--- src/rtl/cfg_rx_pkg.sv ---
package cfg_rx_pkg;
  localparam int unsigned PRE_W  = 5;
  localparam int unsigned POST_W = 3;
  localparam int unsigned FB_W   = 10;
  localparam int unsigned WORD_W = PRE_W + POST_W + FB_W;

  // packing order equals serial arrival order, MSB first
  typedef struct packed {
    logic [PRE_W-1:0]  pre;
    logic [POST_W-1:0] post;
    logic [FB_W-1:0]   fb;
  } div_cfg_t;
endpackage

--- src/rtl/cfg_sync.sv ---
module cfg_sync #(
  parameter int unsigned WIDTH  = 1,
  parameter int unsigned STAGES = 2
) (
  input  logic             clk_i,
  input  logic             rst_ni,
  input  logic [WIDTH-1:0] async_i,
  output logic [WIDTH-1:0] sync_o
);
  logic [STAGES-1:0][WIDTH-1:0] pipe_q;

  generate
    if (STAGES == 1) begin : g_one
      always_ff @(posedge clk_i or negedge rst_ni) begin
        if (!rst_ni) pipe_q <= '0;
        else         pipe_q <= async_i;
      end
    end else begin : g_many
      always_ff @(posedge clk_i or negedge rst_ni) begin
        if (!rst_ni) pipe_q <= '0;
        else         pipe_q <= {pipe_q[STAGES-2:0], async_i};
      end
    end
  endgenerate

  assign sync_o = pipe_q[STAGES-1];
endmodule

--- src/rtl/cfg_edge.sv ---
module cfg_edge #(
  parameter int unsigned WIDTH = 1
) (
  input  logic             clk_i,
  input  logic             rst_ni,
  input  logic [WIDTH-1:0] lvl_i,
  output logic [WIDTH-1:0] prev_o
);
  logic [WIDTH-1:0] prev_q;

  always_ff @(posedge clk_i or negedge rst_ni) begin
    if (!rst_ni) prev_q <= '0;
    else         prev_q <= lvl_i;
  end

  assign prev_o = prev_q;
endmodule

--- src/rtl/cfg_shift.sv ---
module cfg_shift #(
  parameter int unsigned WIDTH = 18
) (
  input  logic             clk_i,
  input  logic             rst_ni,
  input  logic             step_i,
  input  logic             bit_i,
  output logic [WIDTH-1:0] word_o
);
  logic [WIDTH-1:0] word_q;

  always_ff @(posedge clk_i or negedge rst_ni) begin
    if (!rst_ni)     word_q <= '0;
    else if (step_i) word_q <= {word_q[WIDTH-2:0], bit_i};
  end

  assign word_o = word_q;
endmodule

--- src/rtl/cfg_hold.sv ---
module cfg_hold
  import cfg_rx_pkg::*;
(
  input  logic     clk_i,
  input  logic     rst_ni,
  input  logic     follow_i,
  input  logic     commit_i,
  input  div_cfg_t word_i,
  output div_cfg_t word_o,
  output logic     update_o
);
  div_cfg_t word_q;
  logic     update_q;

  // transparent while strobe high, frozen otherwise
  always_ff @(posedge clk_i or negedge rst_ni) begin
    if (!rst_ni)       word_q <= '0;
    else if (follow_i) word_q <= word_i;
  end

  always_ff @(posedge clk_i or negedge rst_ni) begin
    if (!rst_ni) update_q <= 1'b0;
    else         update_q <= commit_i;
  end

  assign word_o   = word_q;
  assign update_o = update_q;
endmodule

--- src/rtl/cfg_serial_rx.sv ---
module cfg_serial_rx
  import cfg_rx_pkg::*;
#(
  parameter int unsigned SYNC_STAGES = 2
) (
  input  logic              clk_i,
  input  logic              rst_ni,
  input  logic              sclk_i,
  input  logic              sdata_i,
  input  logic              sload_i,
  output logic [PRE_W-1:0]  pre_div_o,
  output logic [POST_W-1:0] post_div_o,
  output logic [FB_W-1:0]   fb_div_o,
  output logic              update_o
);
  localparam int unsigned PIN_W = 3;

  logic [PIN_W-1:0]  pins_s;
  logic [1:0]        ctrl_prev;
  logic              sclk_s, sdata_s, sload_s;
  logic              sclk_rise, sload_fall;
  logic [WORD_W-1:0] shift_w;
  div_cfg_t          cfg_w;

  cfg_sync #(.WIDTH(PIN_W), .STAGES(SYNC_STAGES)) u_sync (
    .clk_i   (clk_i),
    .rst_ni  (rst_ni),
    .async_i ({sload_i, sdata_i, sclk_i}),
    .sync_o  (pins_s)
  );

  assign sclk_s  = pins_s[0];
  assign sdata_s = pins_s[1];
  assign sload_s = pins_s[2];

  cfg_edge #(.WIDTH(2)) u_edge (
    .clk_i  (clk_i),
    .rst_ni (rst_ni),
    .lvl_i  ({sload_s, sclk_s}),
    .prev_o (ctrl_prev)
  );

  assign sclk_rise  = sclk_s & ~ctrl_prev[0];
  assign sload_fall = ~sload_s & ctrl_prev[1];

  cfg_shift #(.WIDTH(WORD_W)) u_shift (
    .clk_i  (clk_i),
    .rst_ni (rst_ni),
    .step_i (sclk_rise),
    .bit_i  (sdata_s),
    .word_o (shift_w)
  );

  cfg_hold u_hold (
    .clk_i    (clk_i),
    .rst_ni   (rst_ni),
    .follow_i (sload_s),
    .commit_i (sload_fall),
    .word_i   (div_cfg_t'(shift_w)),
    .word_o   (cfg_w),
    .update_o (update_o)
  );

  assign pre_div_o  = cfg_w.pre;
  assign post_div_o = cfg_w.post;
  assign fb_div_o   = cfg_w.fb;
endmodule

--- config.mk ---
export PLATFORM = sky130hd
export DESIGN_NAME = cfg_serial_rx
export DESIGN_NICKNAME = d
export VERILOG_FILES = /design/src/rtl/cfg_rx_pkg.sv /design/src/rtl/cfg_sync.sv /design/src/rtl/cfg_edge.sv /design/src/rtl/cfg_shift.sv /design/src/rtl/cfg_hold.sv /design/src/rtl/cfg_serial_rx.sv
export SDC_FILE = /design/constraint.sdc
export NUM_CORES = 1
export LEC_CHECK = 0
export ABC_AREA = 1
export CAP_MARGIN = 25
export CELL_PAD_IN_SITES_DETAIL_PLACEMENT = 1
export CELL_PAD_IN_SITES_GLOBAL_PLACEMENT = 1
export CORE_ASPECT_RATIO = 0.6
export CORE_UTILIZATION = 44
export CTS_CLUSTER_DIAMETER = 80
export DETAILED_ROUTE_END_ITERATION = 8
export PLACE_DENSITY_LB_ADDON = 0.1
export SKIP_CTS_REPAIR_TIMING = 1
export SLEW_MARGIN = 20
export SYNTH_ARGS = -nofsm -noshare
export SYNTH_HDL_FRONTEND = slang
export SYNTH_HIERARCHICAL = 1
export SYNTH_SLANG_ARGS = --single-unit
--- constraint.sdc ---
create_clock -name clk_i -period 1.65 [get_ports clk_i]
set_clock_uncertainty 0.1 [all_clocks]
set_input_delay 0.2475 -clock clk_i [delete_from_list [all_inputs] [get_ports clk_i]]
set_output_delay 0.2475 -clock clk_i [all_outputs]
set_load 0.01 [all_outputs]
* Yosys cells after proc, flatten, opt, wreduce, memory -nomap -nowiden
Cells that the tools add are included.
Word-level totals: bits of input ports 5, register bits 45
Operators by class: bitwise operators 4
Operators by type and width (number):
- bitwise AND 1 bit | 2
- inverter 1 bit | 2

* Depth between registers and ports, before layout
depth after elaboration 2, gate-level depth with buffers 8, depth with buffers taken out 5

* Modules after synthesis
The synthesis kept the hierarchy.
By module, submodules not included:
- cfg_shift | cells each 76, sequential area each 450.4 sq um, area an instance 757.0 sq um, instances 1
- cfg_hold | cells each 77, sequential area each 475.5 sq um, area an instance 735.7 sq um, instances 1
- cfg_sync | cells each 9, sequential area each 150.1 sq um, area an instance 172.7 sq um, instances 1
- cfg_edge | cells each 2, sequential area each 50.0 sq um, area an instance 50.0 sq um, instances 1
- cfg_serial_rx | cells each 4, sequential area each 0.0 sq um, area an instance 20.0 sq um, instances 1

* Worst setup path after synthesis
OpenSTA, ideal clock, no wires.
kind reg-to-reg, start point register u_sync.pipe_q (netlist bit u_sync/sync_o[0]), end point register u_shift.word_q[11], in the netlist u_shift/word_o[11], data required time 1435 ps, stages on the path, launching flop included 9, data arrival time 919 ps, path slack 516 ps, cell sequence dfrtp_1 > buf_4 > inv_1 > nor2_2 > buf_6 > inv_8 > buf_12 > nand2_2 > nand2_2
Between the ends: longest elaborated chain between the ends 1
RTL lines:
- from (decl) | RTL line cfg_sync.sv:10 | logic [STAGES-1:0][WIDTH-1:0] pipe_q;
- from (signal assigned) | RTL line cfg_sync.sv:21 | else pipe_q <= {pipe_q[STAGES-2:0], async_i};
- bitwise AND 1 bit | RTL line cfg_serial_rx.sv:43 | assign sclk_rise = sclk_s & ~ctrl_prev[0];
- via sclk_rise | RTL line cfg_serial_rx.sv:21 | logic sclk_rise, sload_fall;
- to (signal assigned) | RTL line cfg_shift.sv:14 | else if (step_i) word_q <= {word_q[WIDTH-2:0], bit_i};
- to (decl) | RTL line cfg_shift.sv:10 | logic [WIDTH-1:0] word_q;
The timed path passes the listed nets, and every way through them passes these cells. A chain may end at the register's enable or synchronous reset.

* Worst setup path in the final report
start point register u_hold.word_q (netlist bit u_hold/word_o[0]), end point output port fb_div_o[0]
RTL lines:
- from (decl) | RTL line cfg_hold.sv:12 | div_cfg_t word_q;
- from (signal assigned) | RTL line cfg_hold.sv:18 | else if (follow_i) word_q <= word_i;
- to (decl) | RTL line cfg_serial_rx.sv:13 | output logic [FB_W-1:0] fb_div_o,
No word-level cell between the ends.

==> flow_metrics.py <==
metrics = {
    "sta": {
        "fmax_mhz": 643.1,
        "rsz0062_at_grt": "false",
        "setup_ws_ns": 0.09506,
        "hold_violations": 0,
        "maxSlewHeadroom_pct": 64.15,
        "finalSetupTns_ns": 0,
        "min_period_ns": 1.555,
        "min_period_over_period_pct": 94.24,
        "setup_viol": 0,
        "worstMarginPinSlew_ns": 0.5377,
        "maxSlewViolCount": 0,
    },
    "critical_path": {
        "crit_chain": "clkdlybuf4s50_1",
        "rr_startpoint": "u_edge/prev_o[0]",
        "reg2reg_depth": 4,
        "required_ns": 1.30,
        "reg2reg_setup_slack_ns": 0.36,
        "slowest_stage": "clkdlybuf4s50_1",
        "critPathCaptureType": "output port",
        "worstSetupStartpoint": "u_hold/word_o[0]",
        "worstSetupStartpointType": "flop",
        "cp.arrival_ns": 1.21,
        "critPathKind": "flop to output port",
        "cpLargestDelayFamily": "buffers and inverters",
        "reg2reg_to": "u_shift/word_o[10]",
        "worstPathMaxFanout": 2,
        "critPathMaxStageDelay_ns": 0.54,
        "cp_num_buf_inv": 1,
    },
    "grt": {
        "grt_antenna_before_repair": 0,
        "gr-usage-all-layers_pct": 18.82,
        "grt_pass1_vias": 1118,
        "grt_first_pass_wirelength_mm": 5.589,
        "overflow": 0,
        "grt_max_degree": 27,
    },
    "layout": {
        "drive_gt1_share_pct": 20.62,
        "layout_commonest_cell": "nand2_1",
        "mostFrequentLayoutCells": "83 x nand2_1, 45 x dfrtp_1, 25 x nand2_2",
        "fin_area_um2": 2074,
        "fin_nets": 199,
        "area_growth_pct": 19.54,
        "utilization_pct": 55.73,
        "nFillCells": 407,
        "num_antenna_cells": 0,
    },
    "routing": {
        "drcViolationCount": 0,
        "vias": 1131,
        "drtIter0Drc": 26,
        "drtAntennaViolNets": 0,
        "dr.pass1.iters": 4,
        "totalWireLength_mm": 3.331,
        "via_per_inst": 4.693,
        "routedWlPerCell_um": 13.82,
    },
    "clock_tree": {
        "tritoncts": "built",
        "clk_pin_slew_ns": 0.08,
        "ctsRootBufferMaster": "clkbuf_8",
        "clock-sinks": 45,
        "cts_buffer_depth": 2,
        "htreeDepth": 2,
        "clk-insertion-delay-late_ns": 0.30,
        "cts_buffers": 5,
    },
    "logic_synthesis": {
        "synth-xor-area-share_pct": 0,
        "postSynthAreaPerCell_um2": 10.33,
        "syn_nets": 173,
        "ys_ff_latch": 45,
        "syn_area_um2": 1735,
        "seq_area_frac_synth_pct": 64.89,
        "ys_types": 10,
        "synthMuxAreaShare_pct": 0,
        "synth_top_family_by_area": "simple AND/OR/NAND/NOR gates",
        "synth-simple-area-share_pct": 27.69,
        "yosys_warnings": 6,
        "synth_compound_area_share_pct": 0,
        "synth_cells": 168,
        "synth_adder_area_share_pct": 0,
    },
    "floorplanning": {
        "io_pins": 24,
        "die_area_um2": 4207,
        "die_w_um": 83.08,
        "die_y_um": 50.65,
        "core_area_um2": 3722,
        "start_util_pct": 46.62,
        "rows": 17,
    },
    "min_path": {
        "hold_class": "flop to flop",
        "hold_depth": 0,
        "hp-start": "u_sync/pipe_q[1]",
        "hold_end": "u_sync/sync_o[1]",
    },
    "pwr": {
        "switching_power_mw": 0.6803,
        "switching_share_pct": 27.26,
        "p_leak_nw": 1.096,
        "ir_drop_uv": 649.9,
        "finalPower_mw": 2.495,
        "combPwrFrac_pct": 17.1,
        "power_frac_clock_pct": 27.4,
        "powerDensity_nw_per_um2": 1203,
        "seqPwrFrac_pct": 55.5,
        "p_int_mw": 1.815,
    },
    "placed_design": {
        "post-place-ws_ns": 0.3690,
        "hpwlAfterDp_mm": 2.276,
        "numPortBuffers": 23,
        "place_area_um2": 1976,
        "gp_congestion": 0.7548,
    },
    "outcome": {
        "status": "finished clean",
    },
    "run": {
        "cap_viol_max_count": 0,
    },
}
layout make-up:
cell class,instances,area [um2],area share [%]
timing repair buffer,28,292.8,14.11
tap,47,58.81,2.835
multi-input combinational,110,480.5,23.16
sequential,45,1126,54.28
inverter,4,30.03,1.448
clock buffer,7,86.33,4.162
stage by stage:
stage               hold slack [ns]  std cells
global placement             0.1255        233
finish                       0.2532        241
detailed placement           0.1312        233
global route                 0.2670        241
floorplan                   -0.1481        168
CTS                         -0.2005        240
Yosys cell counts:
library cell / n / area, um2
nand2_2: 25 / 156.4
dfrtp_1: 45 / 1126
buf_4: 4 / 30.03
buf_12: 1 / 20.02
inv_1: 2 / 7.510
inv_8: 2 / 22.52
buf_6: 3 / 33.78
buf_8: 1 / 15.01
nand2_1: 83 / 311.6
nor2_2: 2 / 12.51
logic make-up after synthesis:
logic type,after synthesis
and+or+nand+nor,110
DFF,45
buffers and inverters,13
sequential cells by signal, indices dropped and copies added, names as in the netlist:
signal,flops
u_shift/word_o,18
u_hold/word_o,18
u_edge/prev_o,2
u_sync/sync_o,3
u_hold/update_o,1
u_sync/pipe_q,3
power groups by stage:
stage	Clock [mW]	Combinational, mW	Sequential, mW
floorplan	0	0.194	1.41
global placement	0	0.417	1.40
detailed placement	0	0.435	1.41
CTS	0.719	0.436	1.39
global route	0.766	0.474	1.41
finish	0.685	0.427	1.38
worst register-to-register path: stages (launching register included):
cell     delay (ns)
dfrtp_1        0.38
nor2_2         0.38
buf_4          0.24
nand2_1        0.08
nand2_2        0.07
worst max path at each step:
stage / endpoint / slack, ns / cells after the start
after detailed placement: u_shift/word_o[10] / 0.37 / 4
after global placement: post_div_o[1] / 0.40 / 1
after floorplan: u_shift/word_o[11] / 0.52 / 8
after CTS: post_div_o[1] / 0.04 / 1
final: fb_div_o[0] / 0.1 / 1
after global routing: fb_div_o[8] / 0.03 / 1
layer usage:
metal | wire (um) | GRT usage, %
met1 | 1656 | 23.94
met2 | 1509 | 28.14
met3 | 119 | 8.553
met4 | 45 | 7.759
met5 | 0 | 0
Note: power is estimated with default switching activity, not from simulation.
